$ cat src/rtl/iop_fault_pkg.sv
package iop_fault_pkg;
  localparam int STAT_W  = 32;
  localparam int BCF_POS = 30;
  localparam int CCF_POS = 29;
  localparam int MIE_POS = 28;
  localparam int RSV_HI  = 27;
  localparam int RSV_LO  = 19;

  typedef struct packed {
    logic bcf;
    logic ccf;
    logic mie;
  } fault_vec_t;
endpackage

$ cat src/rtl/iop_fault_classify.sv
module iop_fault_classify
  import iop_fault_pkg::*;
(
  input  logic       rd_vld_i,
  input  logic       cmd_fetch_i,
  input  logic       mem_perr_i,
  input  logic       iop_perr_i,
  input  logic       sub_perr_i,
  input  logic       mif_err_i,
  input  logic       hote_i,
  output fault_vec_t ev_o,
  output logic       end_now_o,
  output logic       halt_req_o,
  output logic       any_o
);
  logic mem_side;

  always_comb begin
    ev_o.bcf   = rd_vld_i & (mem_perr_i ^ iop_perr_i);
    ev_o.ccf   = sub_perr_i;
    ev_o.mie   = mif_err_i;
    // bus check and interface error share one routing rule
    mem_side   = ev_o.bcf | ev_o.mie;
    end_now_o  = ev_o.ccf | (mem_side & cmd_fetch_i);
    halt_req_o = mem_side & ~cmd_fetch_i & hote_i;
    any_o      = |ev_o;
  end
endmodule

$ cat src/rtl/iop_fault_status.sv
module iop_fault_status
  import iop_fault_pkg::*;
#(
  parameter int ADDR_W = 24,
  parameter int KEEP_W = 19
) (
  input  logic              clk,
  input  logic              rst_n,
  input  fault_vec_t        ev_i,
  input  logic              clr_i,
  input  logic              ld_i,
  input  logic [ADDR_W-1:0] addr_i,
  output logic [STAT_W-1:0] status_o
);
  localparam int ADDR_LSB = ADDR_W - KEEP_W;

  fault_vec_t        sticky_q;
  logic [KEEP_W-1:0] addr_q;

  always_ff @(posedge clk) begin
    if (!rst_n) begin
      sticky_q <= '0;
    end else begin
      // a new fault outranks a clear in the same cycle
      sticky_q <= (clr_i ? fault_vec_t'('0) : sticky_q) | ev_i;
    end
  end

  always_ff @(posedge clk) begin
    if (!rst_n) begin
      addr_q <= '0;
    end else if (ld_i) begin
      addr_q <= addr_i[ADDR_W-1:ADDR_LSB];
    end
  end

  always_comb begin
    status_o                = '0;
    status_o[BCF_POS]       = sticky_q.bcf;
    status_o[CCF_POS]       = sticky_q.ccf;
    status_o[MIE_POS]       = sticky_q.mie;
    status_o[KEEP_W-1:0]    = addr_q;
  end
endmodule

$ cat src/rtl/iop_fault_pulse.sv
module iop_fault_pulse (
  input  logic clk,
  input  logic rst_n,
  input  logic end_now_i,
  input  logic halt_req_i,
  input  logic any_i,
  input  logic pfi_clr_i,
  output logic term_o,
  output logic halt_o,
  output logic uend_o,
  output logic pfi_o
);
  always_ff @(posedge clk) begin
    if (!rst_n) begin
      term_o <= 1'b0;
      uend_o <= 1'b0;
      halt_o <= 1'b0;
      pfi_o  <= 1'b0;
    end else begin
      term_o <= end_now_i;
      uend_o <= end_now_i;
      halt_o <= halt_req_i;
      pfi_o  <= any_i | (pfi_o & ~pfi_clr_i);
    end
  end
endmodule

$ cat src/rtl/iop_fault_ctl.sv
module iop_fault_ctl
  import iop_fault_pkg::*;
#(
  parameter int ADDR_W = 24,
  parameter int KEEP_W = 19
) (
  input  logic              clk,
  input  logic              rst_n,
  input  logic              rd_vld_i,
  input  logic              cmd_fetch_i,
  input  logic              mem_perr_i,
  input  logic              iop_perr_i,
  input  logic              sub_perr_i,
  input  logic              mif_err_i,
  input  logic              hote_i,
  input  logic [ADDR_W-1:0] cmd_addr_i,
  input  logic              clr_i,
  input  logic              pfi_clr_i,
  output logic              term_o,
  output logic              halt_o,
  output logic              uend_o,
  output logic [31:0]       status_o,
  output logic              pfi_o
);
  fault_vec_t ev;
  logic       end_now, halt_req, any_flt, addr_ld;

  assign addr_ld = rd_vld_i & cmd_fetch_i;

  iop_fault_classify u_cls (
    .rd_vld_i   (rd_vld_i),
    .cmd_fetch_i(cmd_fetch_i),
    .mem_perr_i (mem_perr_i),
    .iop_perr_i (iop_perr_i),
    .sub_perr_i (sub_perr_i),
    .mif_err_i  (mif_err_i),
    .hote_i     (hote_i),
    .ev_o       (ev),
    .end_now_o  (end_now),
    .halt_req_o (halt_req),
    .any_o      (any_flt)
  );

  iop_fault_status #(.ADDR_W(ADDR_W), .KEEP_W(KEEP_W)) u_stat (
    .clk     (clk),
    .rst_n   (rst_n),
    .ev_i    (ev),
    .clr_i   (clr_i),
    .ld_i    (addr_ld),
    .addr_i  (cmd_addr_i),
    .status_o(status_o)
  );

  iop_fault_pulse u_pls (
    .clk       (clk),
    .rst_n     (rst_n),
    .end_now_i (end_now),
    .halt_req_i(halt_req),
    .any_i     (any_flt),
    .pfi_clr_i (pfi_clr_i),
    .term_o    (term_o),
    .halt_o    (halt_o),
    .uend_o    (uend_o),
    .pfi_o     (pfi_o)
  );
endmodule

$ cat config.mk
export PLATFORM = sky130hd
export DESIGN_NAME = iop_fault_ctl
export DESIGN_NICKNAME = d
export VERILOG_FILES = /design/src/rtl/iop_fault_pkg.sv /design/src/rtl/iop_fault_classify.sv /design/src/rtl/iop_fault_status.sv /design/src/rtl/iop_fault_pulse.sv /design/src/rtl/iop_fault_ctl.sv
export SDC_FILE = /design/constraint.sdc
export NUM_CORES = 1
export LEC_CHECK = 0
export ABC_AREA = 1
export BUFFER_PORTS_ARGS = -buffer_cell sky130_fd_sc_hd__buf_2
export CAP_MARGIN = 20
export CORE_MARGIN = 10
export CORE_UTILIZATION = 35
export DETAILED_ROUTE_END_ITERATION = 10
export PLACE_DENSITY = 0.82
export SKIP_LAST_GASP = 1
export SLEW_MARGIN = 20
export SYNTH_ARGS = -nofsm -noshare
export SYNTH_HDL_FRONTEND = slang
export SYNTH_SLANG_ARGS = --single-unit
$ cat constraint.sdc
create_clock -name clk -period 0.8 [get_ports clk]
set_input_delay 0.08 -clock clk [delete_from_list [all_inputs] [get_ports clk]]
set_output_delay 0.08 -clock clk [all_outputs]
set_load 0.05 [all_outputs]
# [After elaboration in Yosys (flattened, before gate mapping)]
# Cells that the tools add are included.
[word_totals] ff_bits=25 input_bits=35 output_inout_bits=36 wordCells=22
[op_classes] mux=1 bitwise=13 reduce_logical=1
[op_table] op="AND 1 bit" count=6
[op_table] op="two-way mux 3 bit" count=1
[op_table] op="bitwise OR 1 bit" count=3
[op_table] op="bitwise OR 3 bit" count=1
[op_table] op="OR reduction 3 bit" count=1
[op_table] op="inverter 1 bit" count=2
[op_table] op="bitwise XOR 1 bit" count=1

# [Longest topological paths before layout]
[logic_depth] word_depth=5 ltp_mapped=6 ltp_nobuf=6

# [Cells and area by module]
# A second synthesis with hierarchy kept.
[hier_totals] hier_cells=138 area_unflattened_um2=1072.3
[modules_own_cells] mod="iop_fault_status" n_inst=1 cells_each=107 area_per_inst_um2=874.6 seq_area_each_um2=440.4
[modules_own_cells] mod="iop_fault_pulse" n_inst=1 cells_each=13 area_per_inst_um2=106.4 seq_area_each_um2=60.1
[modules_own_cells] mod="iop_fault_classify" n_inst=1 cells_each=16 area_per_inst_um2=83.8 seq_area_each_um2=0.0
[modules_own_cells] mod="iop_fault_ctl" n_inst=1 cells_each=2 area_per_inst_um2=7.5 seq_area_each_um2=0.0

# [Least setup slack after synthesis]
# OpenSTA, ideal clock, no wires.
[synth_timing] path_kind="reg2reg" startpoint="register u_pls.pfi_o" endpoint="register u_pls.pfi_o" setup_ns=0.058 arrival_ns=0.944 required_ns=0.742 setup_slack_ns=-0.203 path_stages_with_launch=5 path_buffers=0 synth_period_minus_slack_ns=1.003 path_cell_list="dfxtp_1 -> inv_1 -> o21ai_0 -> o21ai_0 -> inv_1"
[synth_via] elab_chain_cells=2
[synth_lines] item="start, declared" line="iop_fault_pulse.sv:11" text="output logic pfi_o"
[synth_lines] item="start signal, assigned" line="iop_fault_pulse.sv:23" text="pfi_o <= any_i | (pfi_o & ~pfi_clr_i);"
[synth_lines] item="AND 1 bit" line="iop_fault_pulse.sv:23"
[synth_lines] item="bitwise OR 1 bit" line="iop_fault_pulse.sv:23"
# No other way between the ends.
# A chain may end at the register's enable or synchronous reset.

==> flow_summary_export.csv <==
group,metric,value,unit
status,violations,"negative setup slack",
clock_tree,cts_max_level,1,
timing,fmax,1090,MHz
clock_tree,root_buffer,"clkbuf_4",
floorplan,die_x,73.14,microns
drt,routed_wl,2.843,mm
logic_synthesis,synth-seq-cells,25,
drt,ant_nets,0,
setup_path,worstRegToRegCells,4,
power_and_ir_drop,power_density,1732,nW/um^2
setup_path,timing.critical_path.cells,"buf_8",
logic_synthesis,yosysWarnings,0,
setup_path,cp_max_fo,2,
setup_path,path_class,"reg -> out",
drt,drtPass1Iterations,3,
layout,layout_commonest_cell,"nor2_1",
logic_synthesis,synth_top_family_by_area,"simple AND/OR/NAND/NOR gates",
layout,drive_gt1_frac,0.4767,
job,max-cap-violations,0,
setup_path,worst-path-buf-inv,1,
place,place_congestion,0.6881,
layout,fin_nets,229,
logic_synthesis,synth-seq-area-share,0.5063,
place,portBuffers,55,
setup_path,cp_slowest_cell,"dfxtp_2",
setup_path,critPathArrivalTime,840,ps
floorplan,die_h,73.14,microns
clock_tree,cts_tree,"done",
drt,avgRoutedWirePerCell,12.69,microns
logic_synthesis,synthXorXnorAreaFrac,0,
timing,period_share,1.147,
logic_synthesis,synth_cell_types,18,
layout,final_cell_mix,"38 x nor2_1, 29 x buf_2, 26 x buf_8",
logic_synthesis,yosys.area_share.simple,0.1962,
layout,finalInstanceArea,1690,sq um
layout,regArea,531.8,sq um
place,dp_hpwl,2.081,mm
global_routing,grt_pass1_wl,4.609,mm
logic_synthesis,yosys.area.top_type_share,0.5063,
setup_path,r2r_end,"u_pls.pfi_o$_SDFF_PN0_",
timing,setup_ws,-117.6,ps
setup_path,worst_setup_path_start_kind,"register",
logic_synthesis,syn_area,988.4,sq um
min_path,hold_path_end,"u_stat.addr_q[5]$_SDFFE_PN0P_",
setup_path,critPathLaunch,"u_pls.term_o$_SDFF_PN0_",
global_routing,grt_max_degree,22,
logic_synthesis,synthMuxAreaShare,0,
drt,via_per_inst,4.112,
setup_path,reg2reg_slack,70,ps
clock_tree,clock-sinks,25,
logic_synthesis,avgSynthCellArea,7.908,sq um
floorplan,core-area,2734,sq um
global_routing,grt_pass1_vias,960,
drt,initialDrtViolationCount,25,
setup_path,worstReg2RegStart,"u_pls.pfi_o$_SDFF_PN0_",
min_path,worstHoldPathCells,3,
timing,slew_violations,0,
layout,multi_input_area,360.3,sq um
logic_synthesis,yosys.area.top_type,"dfxtp_1",
setup_path,cp_top_family,"flip-flops",
timing,fin_skew,0,ps
setup_path,required,720,ps
place,place_area,1274,sq um
logic_synthesis,synthAdderAreaFrac,0,
logic_synthesis,ys_top_cells_by_area,"dfxtp_1 51%, nor2_1 14%, buf_4 8.4%",
timing,min_period,917.6,ps
layout,utilization,0.6183,
setup_path,endpoint_kind,"output port",
clock_tree,clk_pin_slew,130,ps
drt,via_count,921,
logic_synthesis,netlist_instances,125,
layout,area_delta_synth_final,71.01,%
logic_synthesis,synth_compound_area_frac,0.1304,
clock_tree,cts_buffers,3,
clock_tree,ctsLongestPathBuffers,2,
floorplan,start_util,0.3616,
power_and_ir_drop,vdd_ir_drop_max,0.001712,V
layout,diodes,0,
min_path,min_path_type,"in -> reg",
global_routing,antenna_found_initial,0,
global_routing,grt_usage,0.1082,
layout,fillers,241,
global_routing,overflow,0,
setup_path,cpPeakStageDelay,380,ps
timing,setup_violations,26,
timing,hold_viol_final,0,
status,status,"finished, violations left",
clock_tree,clock_latency,300,ps
timing,rsz0062_at_grt,"true",
floorplan,ioPinCount,71,
floorplan,rows,19,
power_and_ir_drop,p_leak,0.0008082,uW
min_path,hold_start,"cmd_addr_i[10]",
floorplan,die-area,5349,sq um
drt,drc,0,
worst max path at each step:
| stage | endpoint | cells after the start |
|---|---|---|
| finish | uend_o | 1 |
| detailed placement | u_stat.status_o[28]$_SDFF_PN0_ | 3 |
| global route | status_o[5] | 1 |
| CTS | status_o[9] | 1 |
| floorplan | u_pls.pfi_o$_SDFF_PN0_ | 4 |
| global placement | u_pls.halt_o$_SDFF_PN0_ | 3 |
synthesized netlist by cell type:
| master | n |
|---|---|
| o21ai_0 | 11 |
| nand2_2 | 1 |
| inv_1 | 8 |
| nand3_1 | 1 |
| dfxtp_1 | 25 |
| nand2_1 | 7 |
| buf_8 | 1 |
| buf_4 | 11 |
| a21oi_1 | 4 |
| o21ai_2 | 1 |
| inv_2 | 1 |
| nand3b_1 | 1 |
| clkbuf_1 | 2 |
| nor2_1 | 38 |
| nor2_2 | 1 |
| buf_6 | 2 |
| conb_1 | 1 |
| o21ai_1 | 9 |
cell families after synthesis:
family                 Yosys count
AO/OA/AOI/OAI                   25
AND/OR/NAND/NOR                 49
flip-flops                      25
other                            1
buffers and inverters           25
through the flow:
step | hold slack, ps | setup WS, ps | total power [uW] | setup TNS [ps] | instances
floorplan | 214.0 | -50.48 | 2024 | -50.48 | 134
global placement | 313.7 | 32.83 | 2160 | 0 | 207
detailed placement | 322.3 | 11.21 | 2172 | 0 | 207
CTS | 0.5596 | -132.9 | 2944 | -2975 | 221
global route | 15.92 | -167.9 | 3093 | -3940 | 224
finish | 10.20 | -117.6 | 2928 | -2557 | 224
sequential cells by signal, summed over array words and instances (netlist names):
| signal | cells |
|---|---|
| u_stat.addr_q | 19 |
| u_pls.term_o | 1 |
| u_pls.halt_o | 1 |
| u_stat.status_o | 3 |
| u_pls.pfi_o | 1 |
per-layer routing:
metal  GRT usage  vias to the layer above  share of wire
met5           0                        -              0
met4     0.01899                        0         0.0060
met3     0.06259                        2          0.097
met2      0.1901                       34           0.52
met1      0.1089                      381           0.37
li1            -                      504              -
what timing repair did:
item	4_1_cts	5_1_grt
hold buffers	9	3
endpoints found under the setup margin	26	27
hold endpoints to repair	9	3
gates resized for setup	77	3
cloned	0	0
buffers inserted	1	0
final cells by class:
cell class,count,share of cell area
repair buffers,71,0.4130
clock inverters,1,0.002961
inverters,9,0.01999
well taps,31,0.02295
clock buffers,3,0.01332
multi-input cells,84,0.2132
flip-flops and latches,25,0.3146
power breakdown:
part | switching (uW) | leakage [uW] | internal (uW) | total, uW
logic | 586 | 0.000575 | 392 | 978
clock network | 347 | 0.0000177 | 186 | 534
registers | 71.7 | 0.000215 | 1340 | 1420
Power figures use the tool's default switching activity.
